$ cat src/rtl/reset_fetch_addr.sv
module reset_fetch_addr #(
  parameter int AW = 32,
  parameter int SW = 16,
  parameter int OW = 16,
  parameter int FW = 12,
  parameter int LW = 4,
  parameter logic [SW-1:0] RST_SEG = 16'hF000,
  parameter logic [OW-1:0] RST_OFS = 16'hFFF0
) (
  input  logic          clk,
  input  logic          rst,
  input  logic          fetch_req,
  input  logic          adv,
  input  logic [LW-1:0] adv_len,
  input  logic          near_jmp,
  input  logic [OW-1:0] near_ofs,
  input  logic          far_xfer,
  input  logic [SW-1:0] far_seg,
  input  logic [OW-1:0] far_ofs,
  output logic [AW-1:0] fetch_addr
);
  localparam int LINW = SW + 5;
  localparam int LOWW = AW - FW;

  logic [SW-1:0]   seg_q;
  logic [OW-1:0]   ofs_q;
  logic            force_q;
  logic [LINW-1:0] lin;

  always_ff @(posedge clk) begin
    if (rst) begin
      seg_q   <= RST_SEG;
      ofs_q   <= RST_OFS;
      force_q <= 1'b1;
    end else if (far_xfer) begin
      seg_q   <= far_seg;
      ofs_q   <= far_ofs;
      force_q <= 1'b0;
    end else if (near_jmp) begin
      ofs_q <= near_ofs;
    end else if (adv && fetch_req) begin
      ofs_q <= ofs_q + OW'(adv_len);
    end
  end

  assign lin = {1'b0, seg_q, 4'h0} + LINW'(ofs_q);

  assign fetch_addr = force_q ? {{FW{1'b1}}, lin[LOWW-1:0]}
                              : {{(AW-LINW){1'b0}}, lin};
endmodule


$ cat config.mk
export PLATFORM = sky130hd
export DESIGN_NAME = reset_fetch_addr
export DESIGN_NICKNAME = d
export VERILOG_FILES = /design/src/rtl/reset_fetch_addr.sv
export SDC_FILE = /design/constraint.sdc
export NUM_CORES = 1
export LEC_CHECK = 0
export BUFFER_PORTS_ARGS = -buffer_cell sky130_fd_sc_hd__buf_2
export CAP_MARGIN = 25
export CORE_MARGIN = 2
export CORE_UTILIZATION = 50
export CTS_CLUSTER_SIZE = 30
export DETAILED_ROUTE_END_ITERATION = 16
export PLACE_DENSITY_LB_ADDON = 0.2
export SETUP_SLACK_MARGIN = 0.02
export SLEW_MARGIN = 5
export SYNTH_ARGS = -nofsm -noshare
export SYNTH_HDL_FRONTEND = slang
export SYNTH_SLANG_ARGS = --single-unit
$ cat constraint.sdc
create_clock -name clk -period 3 [get_ports clk]
set_input_delay 0.6 -clock clk [delete_from_list [all_inputs] [get_ports clk]]
set_output_delay 0.6 -clock clk [all_outputs]
set_load 0.02 [all_outputs]
==> results.json <==
{
  "result_of_the_run": "complete, no violations",
  "power.share.combinational_pct": 41.8,
  "cts.sink_count": 33,
  "first_iter_violations": 69,
  "tns_ns": 0,
  "clock_path_buffers": 2,
  "clk-insertion-delay-late_ns": 0.29,
  "std_cell_rows": 25,
  "hold_viol_final": 0,
  "hold_path_end": "ofs_q[0]",
  "netlist_instances": 295,
  "crit_fanout": 4,
  "top_signal_layer_used": "met4",
  "power_density_nw_per_um2": 486,
  "avgSynthCellArea_um2": 8.54,
  "async_reset_ff_share_pct": 0,
  "max-cap-violations": 0,
  "worstReg2RegStart": "ofs_q[0]",
  "synth.area.top_cells": "dfxtp_1 26%, ha_1 7.9%, mux2i_1 7.6%, buf_4 4.5%, nor2_1 4.3%",
  "final_weighted_congestion_in_routability_driven_placement": 0.889,
  "route.detailed.wl_per_inst_um": 14.6,
  "grtUsageTotal_pct": 22.8,
  "io-pin-count": 90,
  "clockRootBuffer": "clkbuf_8",
  "die-area_um2": 5620,
  "antenna-diode-count": 0,
  "synth_area_um2": 2520,
  "remaining_drc_errors": 0,
  "criticalPathCategory": "reg -> out",
  "synth_fp_nets": 371,
  "core_region_area_um2": 4790,
  "maximum_number_of_pins_on_one_net_before_global_route_repair": 36,
  "grt_overflow_total": 0,
  "primary_ff_master_synth": "dfxtp_1",
  "synth_top_cell_area_share_pct": 26.2,
  "crit_path_end_kind": "output port",
  "via_count_of_the_first_global_routing_pass": 2190,
  "flow.area_growth_from_synthesis_pct": 21.5,
  "die_height_um": 75.0,
  "rsz0062_at_grt": "yes",
  "timing.critical_path.arrival_ns": 2.31,
  "worst_setup_hold_path_clk_slew_ns": 0.08,
  "synth_enable_flop_cells": 0,
  "synthDominantAreaCellType": "dfxtp_1",
  "fraction_of_the_yosys_area_taken_by_sequential_cells_pct": 26.2,
  "mostFrequentLayoutCell": "buf_2",
  "pwr-share-seq_pct": 34.5,
  "cts_tree": "built",
  "setup_viol": 0,
  "timing.hold.worst_path_depth": 2,
  "most-common-layout-cells": "88 x buf_2, 31 x dfxtp_1, 28 x nor2_1",
  "first_pass_grt_wire_length_mm": 9.92,
  "grt_antenna_before_repair": 0,
  "route.layer.met1.wl_mm": 2.98,
  "worst_ir_drop_vdd_uv": 325,
  "distinct_cells_synth": 54,
  "reg2reg_setup_slack_ns": 0.80,
  "met3_wire_length_um": 424,
  "effective_utilization_at_floorplan_pct": 52.6,
  "worstRegToRegCells": 7,
  "die_w_um": 75.0,
  "drv_slew": 0,
  "post_cts_hold_buffer_count": 0,
  "detail_route.wirelength_mm": 6.40,
  "num_vias": 2480,
  "setup_slack_ns": 0.0935,
  "fillerInstances": 448,
  "power.switching_fraction_pct": 38.2,
  "max_slew_headroom_pct": 54.4,
  "final_layout_size_suffix_gt1_share_pct": 31.6,
  "holdCritStartpoint": "ofs_q[0]",
  "worstReg2RegEnd": "ofs_q[12]",
  "final_nets": 446,
  "postRouteAntennaNets": 0,
  "worst_setup_path_start_kind": "register",
  "first_pass_iters": 4,
  "total_leakage_power_uw": 0.00147,
  "final_period_minus_worst_setup_slack_ns": 2.91,
  "met2WireLength_mm": 2.87,
  "timing.clock.skew_ns": 0.0109,
  "dpl_worst_slack_ns": 0.203,
  "clock_power_share_pct": 23.7,
  "max_freq_mhz": 344,
  "final.period_utilization_pct": 96.9,
  "critPathRequiredTime_ns": 2.40,
  "numCtsBuffers": 5,
  "p_switching_uw": 569,
  "hold_class": "reg -> reg",
  "number_of_h_tree_levels": 2,
  "slew_at_the_pin_closest_to_its_max_slew_limit_ns": 0.684,
  "synthesis.yosys.warnings": 0,
  "vias_per_cell": 5.68,
  "dp.final_hpwl_mm": 4.66,
  "intPower_uw": 919,
  "postSynthRegisterBits": 33,
  "io_buffers": 89
}
Yosys cell counts, types with 4 or more instances:
| cell type | number |
|---|---|
| a211o_1 | 5 |
| a211oi_1 | 6 |
| a21o_1 | 9 |
| a21oi_1 | 20 |
| a221o_1 | 5 |
| a221oi_1 | 4 |
| a31oi_1 | 5 |
| and3_1 | 5 |
| buf_2 | 4 |
| buf_4 | 15 |
| clkbuf_1 | 7 |
| dfxtp_1 | 33 |
| ha_1 | 16 |
| inv_1 | 4 |
| mux2i_1 | 19 |
| nand2_1 | 15 |
| nand3_1 | 5 |
| nor2_1 | 29 |
| nor2b_1 | 9 |
| nor3_1 | 4 |
| o21ai_0 | 12 |
| xnor2_1 | 11 |
| xor2_1 | 7 |
registers in the layout, summed over array words and instances, names as in the netlist:
| name | flops |
|---|---|
| seg_q | 16 |
| force_q | 1 |
| ofs_q | 16 |
critical path: stages (launching register included):
cell and delay, ns:
dfxtp_4 0.37, ha_4 0.17, fa_2 0.40, a21o_1 0.20, a221oi_4 0.27, nand2b_4 0.20, a21oi_2 0.06, a31o_1 0.19
buf_4 0.15
cell families (layout without fill, tap and decap cells):
| kind of cell | after synthesis | count (layout) | share of synthesized area, % |
|---|---|---|---|
| buffers and inverters | 31 | 106 | 7.05 |
| XOR/XNOR | 18 | 18 | 6.26 |
| flip-flops | 33 | 33 | 26.2 |
| adder cells (fa/ha/maj) | 18 | 18 | 9.54 |
| AO/OA/AOI/OAI | 95 | 95 | 26.9 |
| multiplexers | 19 | 19 | 7.55 |
| AND/OR/NAND/NOR | 81 | 81 | 16.5 |
power groups by stage:
| stage | Combinational (uW) | Sequential (uW) | Clock [uW] |
|---|---|---|---|
| 2_1_floorplan | 452 | 511 | 0 |
| 3_3_place_gp | 594 | 520 | 0 |
| 3_5_place_dp | 596 | 522 | 0 |
| 4_1_cts | 610 | 513 | 362 |
| 5_1_grt | 679 | 519 | 378 |
| 6_report | 621 | 514 | 353 |
area by class of cell:
class	instances	area, um^2	area share (%)
Timing Repair Buffer	94	485	15.9
Clock buffer	6	82.6	2.70
Tap cell	67	83.8	2.74
Inverter	5	18.8	0.613
Sequential cell	33	666	21.7
Multi-Input combinational cell	231	1720	56.1
Clock inverter	1	7.51	0.245
how the worst max path moves through the flow:
| stage | end | cells past startpoint | startpoint | slack (ns) |
|---|---|---|---|---|
| 4_1_cts | fetch_addr[20] | 8 | ofs_q[4] | 0.02 |
| 2_1_floorplan | fetch_addr[12] | 7 | ofs_q[4] | 0.34 |
| 5_1_grt | fetch_addr[19] | 7 | ofs_q[10] | -0.004 |
| 6_report | fetch_addr[20] | 8 | ofs_q[4] | 0.09 |
| 3_5_place_dp | fetch_addr[20] | 8 | ofs_q[4] | 0.20 |
| 3_3_place_gp | fetch_addr[20] | 8 | ofs_q[4] | 0.26 |
through the flow:
step / cell area (um^2) / util (%) / hold slack (ns) / total power, uW / instances
after floorplan: 2520 / - / 0.449 / 964 / 295
after global placement: 2910 / 60.8 / 0.458 / 1110 / 428
after detailed placement: 2910 / 60.8 / 0.464 / 1120 / 428
after CTS: 3030 / 63.2 / 0.475 / 1480 / 436
after global routing: 3060 / 63.9 / 0.483 / 1580 / 437
final: 3060 / 63.9 / 0.471 / 1490 / 437
timing repair:
action                     in CTS  in global routing
setup endpoints to repair       6                  8
resized for setup               4                  8
buffers inserted                1                  1
pin swaps                       1                  4
metal layers:
layer	vias to the layer above	track usage, %
met2	96	35.0
met4	0	9.13
li1	1228	-
met3	13	4.82
met1	1143	31.2
met5	-	0
No activity file was read; power rests on OpenSTA's default activity.
